$ cat src/rtl/rbk_drain_pkg.sv
`timescale 1ns/1ps
package rbk_drain_pkg;
   typedef enum logic [1:0] {
      DS_IDLE = 2'd0,
      DS_COPY = 2'd1,
      DS_PAD  = 2'd2,
      DS_FIN  = 2'd3
   } drain_st_e;

   localparam int unsigned BUDGET_PER_BEAT = 2;
endpackage

$ cat src/rtl/rbk_credit_track.sv
`timescale 1ns/1ps
module rbk_credit_track #(
   parameter int unsigned PEND_W  = 20,
   parameter int unsigned QWC_W   = 16,
   parameter int unsigned LVL_MAX = 16
) (
   input  logic                           clk,
   input  logic                           rst_n,
   input  logic                           add_i,
   input  logic [PEND_W-1:0]              add_amt_i,
   input  logic                           busy_i,
   input  logic                           take_i,
   input  logic [QWC_W-1:0]               req_qwc_i,
   input  logic                           lvl_load_i,
   input  logic                           lvl_zero_i,
   output logic [QWC_W-1:0]               copy_n_o,
   output logic [$clog2(LVL_MAX+1)-1:0]   lvl_o
);
   localparam int unsigned LVL_W = $clog2(LVL_MAX + 1);
   localparam int unsigned CMP_W = (PEND_W > QWC_W) ? PEND_W : QWC_W;

   if (LVL_MAX < 1) begin : g_bad_lvl
      $error("rbk_credit_track: LVL_MAX must be at least 1");
   end
   if (PEND_W < 1) begin : g_bad_pend
      $error("rbk_credit_track: PEND_W must be at least 1");
   end

   logic [PEND_W-1:0] pend_q, pend_sum, pend_next;
   logic [CMP_W-1:0]  pend_x, req_x;
   logic              covers;
   logic [LVL_W-1:0]  lvl_q, lvl_next;

   assign pend_sum = pend_q + (add_i ? add_amt_i : '0);
   assign pend_x   = CMP_W'(pend_sum);
   assign req_x    = CMP_W'(req_qwc_i);
   assign covers   = (pend_x >= req_x);

   // credited beats: whole reservation when covered, else every pending word
   assign copy_n_o  = covers ? req_qwc_i : QWC_W'(pend_sum);
   assign pend_next = take_i ? (covers ? (pend_sum - PEND_W'(req_qwc_i)) : '0)
                             : pend_sum;

   // level clamp: pick the cheaper compare depending on relative widths
   if (PEND_W > LVL_W) begin : g_clamp_wide
      assign lvl_next = (pend_next > PEND_W'(LVL_MAX)) ? LVL_W'(LVL_MAX)
                                                         : LVL_W'(pend_next);
   end else begin : g_clamp_narrow
      logic [LVL_W-1:0] pend_narrow;
      assign pend_narrow = LVL_W'(pend_next);
      assign lvl_next = (pend_narrow > LVL_W'(LVL_MAX)) ? LVL_W'(LVL_MAX)
                                                         : pend_narrow;
   end

   always_ff @(posedge clk or negedge rst_n) begin
      if (!rst_n) begin
         pend_q <= '0;
         lvl_q  <= '0;
      end else begin
         pend_q <= pend_next;
         if (lvl_zero_i) begin
            lvl_q <= '0;
         end else if (lvl_load_i || (add_i && !busy_i)) begin
            lvl_q <= lvl_next;
         end
      end
   end

   assign lvl_o = lvl_q;

   // taking a reservation never grows the credit
   assert_take_shrinks_R4: assert property (@(posedge clk) disable iff (!rst_n)
      (take_i && !add_i) |=> (pend_q <= $past(pend_q)));

   // an add while idle with no take leaves credit at least the amount
   assert_add_grows_R11: assert property (@(posedge clk) disable iff (!rst_n)
      (add_i && !take_i) |=> (pend_q >= $past(add_amt_i)));
endmodule

$ cat src/rtl/rbk_beat_seq.sv
`timescale 1ns/1ps
module rbk_beat_seq
   import rbk_drain_pkg::*;
#(
   parameter int unsigned QWC_W = 16
) (
   input  logic             clk,
   input  logic             rst_n,
   input  logic             start_i,
   input  logic             fault_i,
   input  logic [QWC_W-1:0] req_qwc_i,
   input  logic [QWC_W-1:0] copy_n_i,
   input  logic [QWC_W-1:0] qwc_cur_i,
   input  logic             fire_i,
   output logic             load_o,
   output logic             take_o,
   output logic             lvl_load_o,
   output logic             lvl_zero_o,
   output logic             err_set_o,
   output logic             err_clr_o,
   output logic             in_copy_o,
   output logic             in_pad_o,
   output logic             busy_o,
   output logic             done_o
);
   drain_st_e        state_q, state_d;
   logic [QWC_W-1:0] copy_left_q;
   logic             accept;
   logic             last_beat;

   assign accept    = start_i && (state_q == DS_IDLE);
   assign last_beat = fire_i && (qwc_cur_i == QWC_W'(1));

   always_comb begin
      state_d    = state_q;
      load_o     = 1'b0;
      take_o     = 1'b0;
      lvl_load_o = 1'b0;
      lvl_zero_o = 1'b0;
      err_set_o  = 1'b0;
      err_clr_o  = 1'b0;
      unique case (state_q)
         DS_IDLE: begin
            if (accept) begin
               load_o = 1'b1;
               if (fault_i) begin
                  lvl_zero_o = 1'b1;
                  err_set_o  = 1'b1;
                  state_d    = DS_FIN;
               end else begin
                  take_o    = 1'b1;
                  err_clr_o = 1'b1;
                  if (req_qwc_i == '0) begin
                     lvl_load_o = 1'b1;
                     state_d    = DS_FIN;
                  end else if (copy_n_i != '0) begin
                     state_d = DS_COPY;
                  end else begin
                     state_d = DS_PAD;
                  end
               end
            end
         end
         DS_COPY: begin
            if (last_beat) begin
               lvl_load_o = 1'b1;
               state_d    = DS_FIN;
            end else if (fire_i && (copy_left_q == QWC_W'(1))) begin
               state_d = DS_PAD;
            end
         end
         DS_PAD: begin
            if (last_beat) begin
               lvl_load_o = 1'b1;
               state_d    = DS_FIN;
            end
         end
         default: state_d = DS_IDLE;
      endcase
   end

   always_ff @(posedge clk or negedge rst_n) begin
      if (!rst_n) begin
         state_q     <= DS_IDLE;
         copy_left_q <= '0;
      end else begin
         state_q <= state_d;
         if (accept && !fault_i) begin
            copy_left_q <= copy_n_i;
         end else if ((state_q == DS_COPY) && fire_i) begin
            copy_left_q <= copy_left_q - QWC_W'(1);
         end
      end
   end

   assign in_copy_o = (state_q == DS_COPY);
   assign in_pad_o  = (state_q == DS_PAD);
   assign busy_o    = (state_q != DS_IDLE);
   assign done_o    = (state_q == DS_FIN);

   // completion is a single-cycle pulse
   assert_done_pulse_R10: assert property (@(posedge clk) disable iff (!rst_n)
      done_o |=> !done_o);

   // count register is empty whenever completion is signalled
   assert_done_empty_R5: assert property (@(posedge clk) disable iff (!rst_n)
      done_o |-> (qwc_cur_i == '0));

   // a start during a running transfer does not end or restart it
   assert_start_ignored_R9: assert property (@(posedge clk) disable iff (!rst_n)
      (start_i && (in_copy_o || in_pad_o) && !fire_i) |=> busy_o && !done_o);
endmodule

$ cat src/rtl/rbk_wr_path.sv
`timescale 1ns/1ps
module rbk_wr_path
   import rbk_drain_pkg::*;
#(
   parameter int unsigned ADDR_W = 32,
   parameter int unsigned QWC_W  = 16,
   parameter int unsigned DATA_W = 128
) (
   input  logic              clk,
   input  logic              rst_n,
   input  logic              load_i,
   input  logic              fault_i,
   input  logic [ADDR_W-1:0] start_addr_i,
   input  logic [QWC_W-1:0]  req_qwc_i,
   input  logic              in_copy_i,
   input  logic              in_pad_i,
   input  logic              fifo_valid_i,
   input  logic [DATA_W-1:0] fifo_data_i,
   input  logic              mem_ready_i,
   output logic              mem_valid_o,
   output logic [ADDR_W-1:0] mem_addr_o,
   output logic [DATA_W-1:0] mem_data_o,
   output logic              fifo_pop_o,
   output logic              fire_o,
   output logic [QWC_W-1:0]  qwc_o,
   output logic [QWC_W:0]    budget_o
);
   localparam int unsigned STEP  = DATA_W / 8;
   localparam int unsigned LSB_W = $clog2(STEP);

   if ((DATA_W < 8) || ((DATA_W & (DATA_W - 1)) != 0)) begin : g_bad_data
      $error("rbk_wr_path: DATA_W must be a power of two of at least 8");
   end
   if (ADDR_W <= LSB_W) begin : g_bad_addr
      $error("rbk_wr_path: ADDR_W too small for the beat size");
   end

   logic [ADDR_W-1:0] aligned;
   logic [ADDR_W-1:0] addr_q;
   logic [QWC_W-1:0]  qwc_q;
   logic [QWC_W:0]    budget_q;

   if (LSB_W > 0) begin : g_align
      assign aligned = {start_addr_i[ADDR_W-1:LSB_W], {LSB_W{1'b0}}};
   end else begin : g_noalign
      assign aligned = start_addr_i;
   end

   assign mem_valid_o = in_pad_i || (in_copy_i && fifo_valid_i);
   assign mem_data_o  = in_copy_i ? fifo_data_i : '0;
   assign fifo_pop_o  = in_copy_i && fifo_valid_i && mem_ready_i;
   assign fire_o      = mem_valid_o && mem_ready_i;

   always_ff @(posedge clk or negedge rst_n) begin
      if (!rst_n) begin
         addr_q   <= '0;
         qwc_q    <= '0;
         budget_q <= '0;
      end else if (load_i) begin
         addr_q   <= aligned;
         qwc_q    <= fault_i ? '0 : req_qwc_i;
         budget_q <= '0;
      end else if (fire_o) begin
         addr_q   <= addr_q + ADDR_W'(STEP);
         qwc_q    <= qwc_q - QWC_W'(1);
         budget_q <= budget_q + (QWC_W+1)'(BUDGET_PER_BEAT);
      end
   end

   assign mem_addr_o = addr_q;
   assign qwc_o      = qwc_q;
   assign budget_o   = budget_q;

   // every accepted beat advances the address by one beat
   assert_addr_step_R3: assert property (@(posedge clk) disable iff (!rst_n)
      fire_o |=> (mem_addr_o == $past(mem_addr_o) + ADDR_W'(STEP)));

   // every accepted beat consumes one reserved quadword
   assert_qwc_step_R5: assert property (@(posedge clk) disable iff (!rst_n)
      fire_o |=> (qwc_o == $past(qwc_o) - QWC_W'(1)));

   // no beat is accepted with nothing left reserved
   assert_no_underflow_R5: assert property (@(posedge clk) disable iff (!rst_n)
      fire_o |-> (qwc_o != '0));

   // two budget cycles per accepted beat
   assert_budget_step_R7: assert property (@(posedge clk) disable iff (!rst_n)
      fire_o |=> (budget_o == $past(budget_o) + (QWC_W+1)'(BUDGET_PER_BEAT)));

   // an accepted beat that does not pop carries zeros
   assert_pad_zero_R2: assert property (@(posedge clk) disable iff (!rst_n)
      (mem_valid_o && mem_ready_i && !fifo_pop_o) |-> (mem_data_o == '0));
endmodule

$ cat src/rtl/rbk_drain_dma.sv
`timescale 1ns/1ps
module rbk_drain_dma #(
   parameter int unsigned ADDR_W  = 32,
   parameter int unsigned QWC_W   = 16,
   parameter int unsigned PEND_W  = 20,
   parameter int unsigned LVL_MAX = 16,
   parameter int unsigned DATA_W  = 128
) (
   input  logic                          clk,
   input  logic                          rst_n,
   input  logic                          start_i,
   input  logic [ADDR_W-1:0]             start_addr_i,
   input  logic [QWC_W-1:0]              req_qwc_i,
   input  logic                          addr_fault_i,
   input  logic                          avail_add_i,
   input  logic [PEND_W-1:0]             avail_amt_i,
   input  logic                          fifo_valid_i,
   input  logic [DATA_W-1:0]             fifo_data_i,
   output logic                          fifo_pop_o,
   output logic                          mem_valid_o,
   input  logic                          mem_ready_i,
   output logic [ADDR_W-1:0]             mem_addr_o,
   output logic [DATA_W-1:0]             mem_data_o,
   output logic [QWC_W-1:0]              qwc_o,
   output logic [$clog2(LVL_MAX+1)-1:0]  fifo_level_o,
   output logic                          bus_err_o,
   output logic [QWC_W:0]                cyc_budget_o,
   output logic                          done_o
);
   if (QWC_W < 1) begin : g_bad_qwc
      $error("rbk_drain_dma: QWC_W must be at least 1");
   end

   logic             load, take, lvl_load, lvl_zero, err_set, err_clr;
   logic             in_copy, in_pad, busy, fire;
   logic [QWC_W-1:0] copy_n;
   logic             err_q;

   rbk_credit_track #(
      .PEND_W  (PEND_W),
      .QWC_W   (QWC_W),
      .LVL_MAX (LVL_MAX)
   ) credit_i (
      .clk        (clk),
      .rst_n      (rst_n),
      .add_i      (avail_add_i),
      .add_amt_i  (avail_amt_i),
      .busy_i     (busy),
      .take_i     (take),
      .req_qwc_i  (req_qwc_i),
      .lvl_load_i (lvl_load),
      .lvl_zero_i (lvl_zero),
      .copy_n_o   (copy_n),
      .lvl_o      (fifo_level_o)
   );

   rbk_beat_seq #(
      .QWC_W (QWC_W)
   ) seq_i (
      .clk        (clk),
      .rst_n      (rst_n),
      .start_i    (start_i),
      .fault_i    (addr_fault_i),
      .req_qwc_i  (req_qwc_i),
      .copy_n_i   (copy_n),
      .qwc_cur_i  (qwc_o),
      .fire_i     (fire),
      .load_o     (load),
      .take_o     (take),
      .lvl_load_o (lvl_load),
      .lvl_zero_o (lvl_zero),
      .err_set_o  (err_set),
      .err_clr_o  (err_clr),
      .in_copy_o  (in_copy),
      .in_pad_o   (in_pad),
      .busy_o     (busy),
      .done_o     (done_o)
   );

   rbk_wr_path #(
      .ADDR_W (ADDR_W),
      .QWC_W  (QWC_W),
      .DATA_W (DATA_W)
   ) path_i (
      .clk          (clk),
      .rst_n        (rst_n),
      .load_i       (load),
      .fault_i      (addr_fault_i),
      .start_addr_i (start_addr_i),
      .req_qwc_i    (req_qwc_i),
      .in_copy_i    (in_copy),
      .in_pad_i     (in_pad),
      .fifo_valid_i (fifo_valid_i),
      .fifo_data_i  (fifo_data_i),
      .mem_ready_i  (mem_ready_i),
      .mem_valid_o  (mem_valid_o),
      .mem_addr_o   (mem_addr_o),
      .mem_data_o   (mem_data_o),
      .fifo_pop_o   (fifo_pop_o),
      .fire_o       (fire),
      .qwc_o        (qwc_o),
      .budget_o     (cyc_budget_o)
   );

   always_ff @(posedge clk or negedge rst_n) begin
      if (!rst_n) begin
         err_q <= 1'b0;
      end else if (err_set) begin
         err_q <= 1'b1;
      end else if (err_clr) begin
         err_q <= 1'b0;
      end
   end

   assign bus_err_o = err_q;

   // the zero phase never draws from the readback FIFO
   assert_pad_no_pop_R2: assert property (@(posedge clk) disable iff (!rst_n)
      in_pad |-> !fifo_pop_o);

   // a credited beat accepted always consumes the FIFO head
   assert_copy_pops_R1: assert property (@(posedge clk) disable iff (!rst_n)
      (in_copy && mem_valid_o && mem_ready_i) |-> fifo_pop_o);

   // an address fault completes at once with count and level cleared
   assert_fault_done_R6: assert property (@(posedge clk) disable iff (!rst_n)
      $rose(bus_err_o) |-> (done_o && (qwc_o == '0) && (fifo_level_o == '0) && !mem_valid_o));

   // no beat is offered while idle
   assert_idle_quiet_R8: assert property (@(posedge clk) disable iff (!rst_n)
      !busy |-> (!mem_valid_o && !fifo_pop_o));
endmodule

$ cat config.mk
export PLATFORM = sky130hd
export DESIGN_NAME = rbk_drain_dma
export DESIGN_NICKNAME = d
export VERILOG_FILES = /design/src/rtl/rbk_drain_pkg.sv /design/src/rtl/rbk_credit_track.sv /design/src/rtl/rbk_beat_seq.sv /design/src/rtl/rbk_wr_path.sv /design/src/rtl/rbk_drain_dma.sv
export SDC_FILE = /design/constraint.sdc
export NUM_CORES = 1
export LEC_CHECK = 0
export BUFFER_PORTS_ARGS = -buffer_cell sky130_fd_sc_hd__buf_2
export CORE_AREA = 2 2 158 160
export DETAILED_ROUTE_END_ITERATION = 12
export DIE_AREA = 0 0 160 162
export HOLD_SLACK_MARGIN = 0.08
export SLEW_MARGIN = 40
export SYNTH_ARGS = -nofsm -noshare
export SYNTH_HDL_FRONTEND = slang
export SYNTH_SLANG_ARGS = --single-unit
$ cat constraint.sdc
create_clock -name clk -period 12.4 [get_ports clk]
set_clock_uncertainty 0.1 [all_clocks]
set_input_delay 1.24 -clock clk [delete_from_list [all_inputs] [get_ports clk]]
set_output_delay 1.24 -clock clk [all_outputs]
set_load 0.05 [all_outputs]
== After elaboration in Yosys (flattened, before gate mapping) ==
Index checks and enable logic that the tools add are counted.

* Output and inout port bits: 202
* Input port bits: 203
* Register bits after elaboration: 109
* Word-level logic and storage cells: 87

* Add/subtract/negate cells: 6
* Equality and inequality tests: 8
* Reduce and logical (&&, ||, !) cells: 23
* Mux-type cells: 40
* Order comparisons: 2

{| class="wikitable"
|+ Operator list
! cell !! count
|-
| $mux 128 || 1
|-
| $mux 16 || 6
|-
| $mux 32 || 2
|-
| $mux 20 || 3
|-
| $mux 17 || 2
|-
| $add 32x5->32 const B || 1
|-
| $eq 16x1->1 const B || 2
|-
| $sub 16x1->16 const B || 2
|-
| $add 20x20->20 || 1
|-
| $ge 20x16->1 || 1
|-
| $gt 20x5->1 const B || 1
|-
| $sub 20x16->20 || 1
|-
| $add 17x2->17 const B || 1
|-
| $logic_not 16->1 || 1
|-
| $reduce_bool 16->1 || 1
|-
| $mux 5 || 3
|-
| $mux 1 || 14
|-
| $mux 2 || 7
|-
| $reduce_bool 2->1 || 5
|-
| $logic_and 1x1->1 || 9
|-
| $pmux 2 s3 || 1
|-
| $eq 2x2->1 const B || 2
|-
| $ne 3x3->1 const B || 1
|-
| $reduce_and 3->1 || 1
|-
| 8 further kinds || 10
|}

== Longest topological paths before layout ==
Gate-level depths: netlist (run 1).

* Depth in word-level cells: 10
* Mapped depth: 22
* Depth with buffers taken out: 19

== Cells and area by module ==
A second synthesis (run 1) with hierarchy kept.

* Cell total of the unflattened synthesis: 1166
* Area total of the unflattened synthesis: 9203.8 sq um

{| class="wikitable"
|+ By module, submodules not included
! module !! sequential area each (sq um) !! times used !! area each (sq um) !! cells an instance
|-
| rbk_wr_path || 1501.4 || 1 || 4330.4 || 536
|-
| rbk_credit_track || 625.6 || 1 || 3572.2 || 483
|-
| rbk_beat_seq || 450.4 || 1 || 1265.0 || 144
|-
| rbk_drain_dma || 25.0 || 1 || 36.3 || 3
|}

== Least setup slack after synthesis (run 1) ==
No wires, ideal clock.

* Path type: input-to-reg
* From: input avail_add_i
* To: register seq_i.state_q[0]
* Slack: 6404 ps
* Stages: 21
* Data arrival time: 5771 ps
* Setup time: 125 ps
* Cells stage by stage: clkbuf_1 -> clkbuf_1 -> and2_1 -> ha_1 -> fa_1 -> a211oi_2 -> o21ai_0 -> a21oi_1 -> o21ai_0 -> xnor2_1 -> inv_1 -> ha_1 -> o21ai_0 -> a21oi_1 -> a221oi_1 -> nand2_1 -> or2_4 -> or4_4 -> o31ai_1 -> a21oi_1 -> mux2_2

* Longest elaborated chain between the ends: 10

{| class="wikitable"
|+ RTL lines
! element !! RTL line !! RTL
|-
| start, declared || rbk_drain_dma.sv:15 || <nowiki>input logic avail_add_i,</nowiki>
|-
| $mux 20 * || rbk_credit_track.sv:34 || <nowiki>assign pend_sum = pend_q + (add_i ? add_amt_i : '0);</nowiki>
|-
| $add 20x20->20 * || rbk_credit_track.sv:34 ||
|-
| $ge 20x16->1 || rbk_credit_track.sv:37 || <nowiki>assign covers = (pend_x >= req_x);</nowiki>
|-
| $mux 16 * || rbk_credit_track.sv:40 || <nowiki>assign copy_n_o = covers ? req_qwc_i : QWC_W'(pend_sum);</nowiki>
|-
| $reduce_bool 16->1 * || rbk_beat_seq.sv:56 || <nowiki>end else if (copy_n_i != '0) begin</nowiki>
|-
| $mux 2 * || rbk_beat_seq.sv:56 ||
|-
| $mux 2 * || rbk_beat_seq.sv:53 || <nowiki>if (req_qwc_i == '0) begin</nowiki>
|-
| $mux 2 * || rbk_beat_seq.sv:46 || <nowiki>if (fault_i) begin</nowiki>
|-
| $mux 2 * || rbk_beat_seq.sv:44 || <nowiki>if (accept) begin</nowiki>
|-
| $pmux 2 s3 * || rbk_beat_seq.sv:42 || <nowiki>unique case (state_q)</nowiki>
|-
| end signal, assigned || rbk_beat_seq.sv:87 || <nowiki>state_q <= state_d;</nowiki>
|-
| end, declared || rbk_beat_seq.sv:26 || <nowiki>drain_st_e state_q, state_d;</nowiki>
|}

Every way passes the cells marked *; elsewhere a longest branch is shown, timed or not. The select of a mux whose other input is x is not followed.
A chain may end at the register's enable or synchronous reset.

== Worst setup path in the final report (run 1) ==
* From: input avail_add_i
* To: register credit_i.lvl_q[4], in the netlist credit_i.lvl_o[4]

* Longest elaborated chain between the ends: 9
* Elaborated cells on any way between the ends: 13

{| class="wikitable"
|+ RTL lines
! element !! RTL line !! RTL
|-
| $mux 20 || rbk_credit_track.sv:34 ||
|-
| $add 20x20->20 || rbk_credit_track.sv:34 ||
|-
| $sub 20x16->20 or $ge 20x16->1 (tied branches) || rbk_credit_track.sv:41, rbk_credit_track.sv:37 ||
|-
| $mux 20 (2 in series) || rbk_credit_track.sv:41 || <nowiki>assign pend_next = take_i ? (covers ? (pend_sum - PEND_W'(req_qwc_i)) : '0)</nowiki>
|-
| $gt 20x5->1 || rbk_credit_track.sv:46 || <nowiki>assign lvl_next = (pend_next > PEND_W'(LVL_MAX)) ? LVL_W'(LVL_MAX)</nowiki>
|-
| $mux 5 || rbk_credit_track.sv:46 ||
|-
| $mux 5 || rbk_credit_track.sv:63 || <nowiki>end else if (lvl_load_i || (add_i && !busy_i)) begin</nowiki>
|-
| $mux 5 || rbk_credit_track.sv:61 || <nowiki>if (lvl_zero_i) begin</nowiki>
|-
| end signal, assigned || rbk_credit_track.sv:64 || <nowiki>lvl_q <= lvl_next;</nowiki>
|-
| end, declared || rbk_credit_track.sv:32 || <nowiki>logic [LVL_W-1:0] lvl_q, lvl_next;</nowiki>
|}

Parallel ways exist; a longest one is shown, timed or not. The select of a mux whose other input is x is not followed.

==> results.txt, run 1 <==
- Number of buffer and inverter instances along the worst setup path: 2
* Number of top-level design ports: 405
- The final layout contains 1708 nets.
* Register-to-register setup slack: 6560 ps
- For this run, the total global-route usage over all layers was measured as 26.3%.
* Final Routed Wirelength: 35400 um
- The clock period could shrink to 6780 ps.
- Flip-flop and latch count after synthesis: 104
- CTS Hold Bufs: 0
- Critical-path cell with the highest stage delay: sky130_fd_sc_hd__or4_4
- The routed layout has 9298 vias.
* Post-synth EDFFs: 0
* Number of buffers added for setup after CTS: 0
- Summed over all layers, the global routing overflow is 0.
* Final number of max-transition violations: 0
- Of all nets on the critical path, the largest fanout is 22.
- Entering global routing, the biggest net connects 92 pins.
* First-pass DRT Iterations: 5
- Compared with the post-synthesis result, the final layout area differs by 29.4%.
* Dominant cells by area after synthesis: sky130_fd_sc_hd__dfrtp_1 30%, sky130_fd_sc_hd__and2_1 11%, sky130_fd_sc_hd__ha_1 6.6%, sky130_fd_sc_hd__nand2_1 6.4%, sky130_fd_sc_hd__xor2_1 6.0%
- The die is 162 um tall.
- A synthesized cell averages 7.96 sq um.
- First-pass GRT wire length: 52900 um
* Length in cells of the worst reg-to-reg path: 18
- Maxcap violations: 0
- Setup repair after global routing left no endpoint under its margin.
* Most common cell on crit path: sky130_fd_sc_hd__o21ai_0
- The cell count after synthesis came out at 1095.
* Number of cells after detailed placement: 1770
* Critical path start-end classification: in2reg
* Clock sinks: 104
- After filler insertion, the fill cell instance count of the layout stands at 2532.
- Once detail routing completed, the nets flagged for antenna violations numbered 0.
- After synthesis, the share of flip-flops with an asynchronous set or reset is 100%.
- The floorplan step defined a core boundary enclosing 24100 sq um.
- Register area share after synthesis: 29.9%
- The worst hold path was traced through 2 stages.
- The largest total area in the synthesized netlist belongs to sky130_fd_sc_hd__dfrtp_1.
- Routed wl met3: 1540 um
- Endpoint arrival time on the critical path: 6920 ps
* Later-pin clock latency in the skew report: 360 ps
- Final standard cell count with taps included and fillers excluded: 1788
- Crit start category: primary input
* Vias per inst: 5.20
- The analysis attributes to cell leakage a power of 5.63 nW.
- On the worst path, the slowest cell contributes a delay of 590 ps.
* Dominant synthesized flop cell: sky130_fd_sc_hd__dfrtp_1
- Post-Synthesis Cell Area: 8710 sq um
- Timing would allow up to 0.147 GHz.
* Total of buffers placed on input and output ports: 395
- In the final timing run, aggregate negative setup slack is 0 ps.
- For this configuration, the core starts out at a cell density of 36.1%.
- Run status: finished, final reports clean
- Hold Violations, Final: 0
- Hold WC Path Type: reg2reg
* Placed inst area: 10900 sq um
- Overall die area: 25900 sq um
* Least-Margin Pin Slew: 820 ps
- Half-perimeter wire length of the detailed placement result: 28400 um
* Number of cell rows: 57
* Final count of negative-setup-slack endpoints: 0
* CP cell instances: buf_2 > and2_1 > ha_1 > fa_1 > a211oi_2 > o21ai_0 > a21oi_1 > o21ai_0 > xnor2_1 > inv_1 > ha_1 > o21ai_0 > a21oi_1 > a221oi_1 > nand2_1 > or2_4 > or4_4 > o311ai_0 > nand2_1 > o31a_1
* Required time of the worst setup path: 12540 ps
- TritonCTS built the clock tree.
- The congestion estimate from routability-driven global placement came to 0.922.
- VDD sags by at most 0.138 mV.
- Top library cells by usage in the layout, fill and taps aside: 394 x sky130_fd_sc_hd__buf_2, 149 x sky130_fd_sc_hd__and2_1, 148 x sky130_fd_sc_hd__nand2_1
* Hold path endpoint: bus_err_o$_DFFE_PN0P_
- The startpoint identified for the worst register-to-register timing path is credit_i.pend_q[0]$_DFF_PN0_.
* Post-route met1 wirelength: 16100 um
- Maximum level of the CTS H-tree: 3
* Count of unresolved DRC violations after routing: 0
- Share of the synthesized area in the top cell type: 29.9%
- The final critical path takes up 54.7% of the cycle.
- In this run, the number of DRC markers left after iteration 0 of detailed routing was 765.
- After clock tree synthesis, the clock-pin slew on the worst setup and hold paths is 80 ps.
- Type of destination of the critical path: flip-flop
- In this run the critical register-to-register path is captured at credit_i.lvl_o[4]$_DFFE_PN0P_.
- Fraction of layout instances using a drive strength above 1: 30.2%
- The highest layer touched by signal routing is met4.
* Hold path startpoint: bus_err_o$_DFFE_PN0P_
- Worst relative slew slack: 45.3%
- After detailed routing, the average wire length per cell comes to 19.8 um.
* Cells resized by post-CTS repair: 0
- Number of buffers between clock root and the deepest sink: 2
* Final Instance Area: 11300 sq um
- Top Family by Delay on Critical Path: compound AO/OA/AOI/OAI gates
- Vias in the first global route: 8757
- Leading cell type in the layout, fill and taps excluded: sky130_fd_sc_hd__buf_2
- Counting the buffers created by CTS gives 9.
* Unique cell type count in the Yosys netlist: 72
- Before CTS, the worst setup slack after placement is 5330 ps.
* Clock root cell: sky130_fd_sc_hd__clkbuf_16
- The floorplan step set the die width to 160 um.
- The initial antenna violation count came to 4.
* Final WS setup: 5620 ps
* Cell area power density: 307 nW/um^2
- During synthesis, Yosys emitted a total of 0 warnings.
* Met2 Wirelength: 17300 um
## per-stage QoR
step                power (mW)  hold slack (ps)  util [%]
CTS                       3.46              385      46.7
floorplan                 2.49              436         -
global route              3.68              421      46.8
finish                    3.46              380      46.8
global placement          3.11              360      45.4
detailed placement        3.12              367      45.4
## cells in the mapped netlist (all sizes together) (20+ instances only)
master and count:
ha 46, a21oi 51, clkbuf 47, and2 152, inv 33, xnor2 39, nand2 148, dfrtp 104
nor2 71, nand3 20, or3 23, xor2 60, o21ai 73
## state kept, by name, summed over array words and instances (netlist names)
register	cells
path_i.mem_addr_o	28
seq_i.copy_left_q	16
path_i.budget_o	16
credit_i.lvl_o	5
bus_err_o	1
credit_i.pend_q	20
seq_i.state_q	2
path_i.qwc_o	16
## logic make-up after synthesis
family	count (synthesis)	share of synthesized area [%]
simple gates	513	30.8
buf+inv	91	4.37
flops	104	29.9
compound gates	231	16.9
other cells	1	0.0430
xor+xnor	99	9.95
fa+ha+maj	48	7.07
mux	8	0.977
## cell type report
class / instances / area [sq um] / share of cell area, %
Antenna cell: 2 / 5.00 / 0.0444
Clock buffer: 11 / 253 / 2.24
Clock inverter: 5 / 67.6 / 0.599
Inverter: 33 / 124 / 1.10
Multi-Input combinational cell: 904 / 5760 / 51.1
Sequential cell: 104 / 2600 / 23.1
Tap cell: 324 / 405 / 3.60
Timing Repair Buffer: 405 / 2050 / 18.2
## tightest hold or removal path: stages (launching register included)
cell and delay [ps]:
sky130_fd_sc_hd__dfrtp_1 340, sky130_fd_sc_hd__nand2_1 50, sky130_fd_sc_hd__nand2_1 60
## where the power goes
group          internal, mW  leakage, nW  switching [mW]  total (mW)
Clock                 0.171        0.159           0.143       0.315
Sequential            0.479         1.30           0.131       0.610
Combinational         0.748         4.18            1.79        2.54
## worst max-delay path by stage
stage	slack, ps	endpoint	start	cells past startpoint
final	5620	credit_i.lvl_o[4]$_DFFE_PN0P_	avail_add_i	20
after global routing	5150	credit_i.lvl_o[4]$_DFFE_PN0P_	avail_add_i	20
after CTS	5700	credit_i.lvl_o[4]$_DFFE_PN0P_	avail_add_i	20
after detailed placement	5330	credit_i.lvl_o[4]$_DFFE_PN0P_	avail_add_i	20
after global placement	5400	credit_i.lvl_o[4]$_DFFE_PN0P_	avail_add_i	20
after floorplan	6400	seq_i.state_q[0]$_DFFE_PN0P_	avail_add_i	21
## per-layer routing
| layer | up-vias | global-route usage [%] |
|---|---|---|
| met2 | 295 | 45.0 |
| met1 | 4453 | 35.9 |
| met5 | - | 0 |
| li1 | 4524 | - |
| met3 | 26 | 3.04 |
| met4 | 0 | 5.36 |
Power figures use the tool's default switching activity.
==> run 2: changes to the inputs <==
--- a/config.mk
+++ b/config.mk
@@ -6,10 +6,11 @@
 export NUM_CORES = 1
 export LEC_CHECK = 0
 export BUFFER_PORTS_ARGS = -buffer_cell sky130_fd_sc_hd__buf_2
-export CORE_AREA = 2 2 158 160
+export CORE_AREA = 2 2 155 157
 export DETAILED_ROUTE_END_ITERATION = 12
-export DIE_AREA = 0 0 160 162
+export DIE_AREA = 0 0 157 159
 export HOLD_SLACK_MARGIN = 0.08
+export PLACE_DENSITY = 0.66
 export SLEW_MARGIN = 40
 export SYNTH_ARGS = -nofsm -noshare
 export SYNTH_HDL_FRONTEND = slang
==> constraint.sdc (replaced) <==
create_clock -name clk -period 6.45 [get_ports clk]
set_clock_uncertainty 0.1 [all_clocks]
set_input_delay 0.645 -clock clk [delete_from_list [all_inputs] [get_ports clk]]
set_output_delay 0.645 -clock clk [all_outputs]
set_load 0.05 [all_outputs]
==> results.txt, run 2 (synthesis gave the netlist of run 1 again) <==
* Most common cell on crit path: sky130_fd_sc_hd__o21ai_0
- The area taken by multi-input logic gates came to 5760 sq um (unchanged).
- The count of final hold-check violations is 0 (unchanged).
* First-pass GRT wire length: 53000 um (+0.27%)
- Y dimension of the die: 159 um (-1.9%)
* Number of top-level design ports: 405 (unchanged)
- Maximum number of pins on one net before global-route repair: 136 (+48%)
- The number of flip-flops under the largest register name came to 28 (unchanged).
- Cell area power density: 591 nW/um^2 (+92%)
- Leaving out fill and tap cells, the most frequent cell in the layout is sky130_fd_sc_hd__buf_2.
* Launching element of the worst setup path: avail_add_i
* Critical path start-end classification: in2reg
- Internal power summed over all cells: 2.70 mW (+93%)
- Following the worst setup path forward leads to its endpoint at credit_i.lvl_o[4]$_DFFE_PN0P_.
- STA classifies the critical path endpoint as a flip-flop.
- The clock latency at the later pin of the worst-skew pair came to 360 ps (about the same).
* Combinational group share of total power: 73.7% (+0.4 points)
- Least-Margin Pin Slew: 784 ps (-36.5 ps)
- Endpoint arrival time on the critical path: 5840 ps (-1080 ps)
- Among all stages on the critical path, the largest delay is contributed by sky130_fd_sc_hd__or4_4.
- The number of nets still failing antenna checks after routing was 0 (unchanged).
- The worst register-to-register path begins at credit_i.pend_q[0]$_DFF_PN0_.
- The worst setup path is launched from a primary input.
* Clock tree from TritonCTS: built
- Switching power: 4.00 mW (+94%)
* CP cell instances: buf_2 > and2_1 > ha_1 > fa_1 > a211oi_2 > o21ai_0 > a21oi_1 > o21ai_0 > xnor2_1 > inv_1 > ha_1 > o21ai_0 > a21oi_1 > a221oi_1 > nand2_1 > or2_4 > or4_4 > o311ai_0 > nand2_1 > o31a_1
* Core Area: 23200 sq um (-3.8%)
- Timing would allow up to 0.176 GHz.
- The number of global-route vias before repair is 8835 (+0.89%).
* Largest fanout on the critical path: 13 (-41%)
* CTS Hold Bufs: 0 (unchanged)
- The post-CTS clock slew at the launch and capture registers of the worst setup and hold paths was 80 ps (about the same).
- Final WS setup: 757 ps (-4860 ps)
- Initial core utilization: 37.6% (+1.4 points)
* Sum of internal, switching and leakage power: 6.69 mW (+93%)
- The flow ran to the end, and the final reports show no timing, DRC or antenna violations.
- Final count of negative-setup-slack endpoints: 0 (unchanged)
- Clock root cell: sky130_fd_sc_hd__clkbuf_16
- The TritonCTS sink count came to 104 (unchanged).
- The final RePlAce weighted congestion is 0.935 (+1.4%).
- The number of maximum-capacitance violations came to 0 (unchanged).
- Post-layout min period: 5690 ps
* Final Routed Wirelength: 36600 um (+3.5%)
* First-pass DRT Iterations: 6 (+1)
- In this run the worst hold path is classified as in2async.
- The total die area is 25000 sq um (-3.7%).
* Worst ir drop on vdd: 0.321 mV (+130%)
* Number of DRC markers in iteration 0: 850 (+11%)
- Worst relative slew slack: 47.7% (+2.4 points)
* Overflow after GRT: 0 (unchanged)
- Register-to-register setup slack: 960 ps (-5600 ps)
- The total global-route track usage came to 28.2% (+1.9 points).
- The library cells used most frequently in the layout, excluding fill and tap cells, are 394 x sky130_fd_sc_hd__buf_2, 149 x sky130_fd_sc_hd__and2_1, 148 x sky130_fd_sc_hd__nand2_1.
* Sequential cell area in the final layout: 2600 sq um (unchanged)
- The die width was 157 um (-1.9%).
* Layout area overhead: 30.0%
- The maximum level of the CTS H-tree was 3 (unchanged).
- The final-layout setup total negative slack came to 0 ps (unchanged).
- Length in cells of the worst reg-to-reg path: 18 (unchanged)
- The cell leakage power is 5.66 nW (+0.48%).
- Required time of the worst setup path: 6590 ps (-5950 ps)
- Unrepaired setup endpoints after global routing: no
- Count of unresolved DRC violations after routing: 0 (unchanged)
- Number of cell rows: 56 (-1.8%)
- The number of buffers inserted by post-CTS setup repair is 0 (unchanged).
* Post-place setup slack: 517 ps (-4820 ps)
* Sw Share: 59.7% (+0.096 points)
- Portion of total power attributed to the clock network: 8.8% (-0.3 points)
- The maximum cell stage delay along the critical path is 550 ps (-40 ps).
- Reg-to-reg critical path endpoint: credit_i.lvl_o[4]$_DFFE_PN0P_
* Number of buffers between clock root and the deepest sink: 2 (unchanged)
- Sequential fraction of design power: 17.5% (about the same)
- Fraction of layout instances using a drive strength above 1: 30.4% (+0.29 points)
* Cells resized by post-CTS repair: 0 (unchanged)
- Num CTS Buffers: 9 (unchanged)
* Total vias in the final route: 9436 (+1.5%)
- Vias per inst: 5.25 (+0.98%)
* Total of buffers placed on input and output ports: 395 (unchanged)
* Nets@finish: 1714 (+0.35%)
- The number of pins exceeding their max-slew limit in the final report is 0 (unchanged).
- The placed wire-length estimate is 30000 um (+5.8%).
- WL per Instance: 20.4 um (+3.0%)
* Antenna violations before repair: 15 (+11)
- In the finished design, the share of the clock period the worst path needs comes to 88.3%.
- Fill cell instance count of the final layout: 2402 (-5.1%)
[run 2: cell count changes in the layout (fill, tap and decap cells not counted)]
cell / change
sky130_fd_sc_hd__clkbuf_8: -2
sky130_fd_sc_hd__buf_4: +5
sky130_fd_sc_hd__diode_2: +8
sky130_fd_sc_hd__buf_6: +1
sky130_fd_sc_hd__clkinv_8: +1
sky130_fd_sc_hd__clkinv_2: +1
[run 2: final cells by class]
| cell class | count | area share, % |
|---|---|---|
| diodes | 10 | 0.221 |
| clock inverters | 7 | 0.784 |
| flip-flops and latches | 104 | 23.0 |
| well taps | 319 | 3.52 |
| multi-input cells | 904 | 50.8 |
| repair buffers | 411 | 18.6 |
| inverters | 33 | 1.09 |
| clock buffers | 9 | 1.99 |
[run 2: metal layers]
layer | share of wire (%) | wire length [um] | vias to the layer above | GRT usage [%]
met5 | 0.15 | 55 | - | 0
met4 | 5.2 | 1910 | 8 | 14.4
met3 | 7.1 | 2620 | 81 | 6.29
met2 | 47 | 17100 | 363 | 45.9
met1 | 41 | 15000 | 4441 | 34.8
li1 | - | - | 4543 | -
[run 2: per-stage QoR]
| stage | area (sq um) | utilization [%] | std cells | hold WS [ps] |
|---|---|---|---|---|
| 6_report | 11300 | 48.8 | 1797 | 186 |
| 5_1_grt | 11300 | 48.8 | 1795 | 227 |
| 4_1_cts | 11300 | 48.7 | 1787 | 218 |
| 3_5_place_dp | 11000 | 47.4 | 1771 | 363 |
| 3_3_place_gp | 11000 | 47.4 | 1771 | 365 |
| 2_1_floorplan | 8730 | - | 1099 | 249 |
[run 2: worst min path at each step]
stage / slack [ps] / cells past startpoint / to / start
CTS: 220 / 1 / path_i.mem_addr_o[21]$_DFFE_PN0P_ / rst_n
global placement: 370 / 2 / credit_i.lvl_o[1]$_DFFE_PN0P_ / credit_i.lvl_o[1]$_DFFE_PN0P_
global route: 230 / 1 / path_i.mem_addr_o[22]$_DFFE_PN0P_ / rst_n
detailed placement: 360 / 2 / bus_err_o$_DFFE_PN0P_ / bus_err_o$_DFFE_PN0P_
finish: 190 / 1 / path_i.mem_addr_o[22]$_DFFE_PN0P_ / rst_n
floorplan: 250 / 0 / bus_err_o$_DFFE_PN0P_ / rst_n
[run 2: power groups by stage]
stage | clock network, mW | registers, mW | logic (mW)
after CTS | 0.594 | 1.17 | 4.90
after global placement | 0 | 1.17 | 4.84
after detailed placement | 0 | 1.18 | 4.87
final | 0.586 | 1.17 | 4.94
after global routing | 0.619 | 1.20 | 5.27
after floorplan | 0 | 1.61 | 3.17
[run 2: worst max-delay path, delay by kind of cell]
kind / cells / cell delay [ps]
buffers and inverters: 2 / 250
AO/OA/AOI/OAI: 9 / 2160
adder cells (fa/ha/maj): 3 / 1040
AND/OR/NAND/NOR: 5 / 1360
XOR/XNOR: 1 / 380
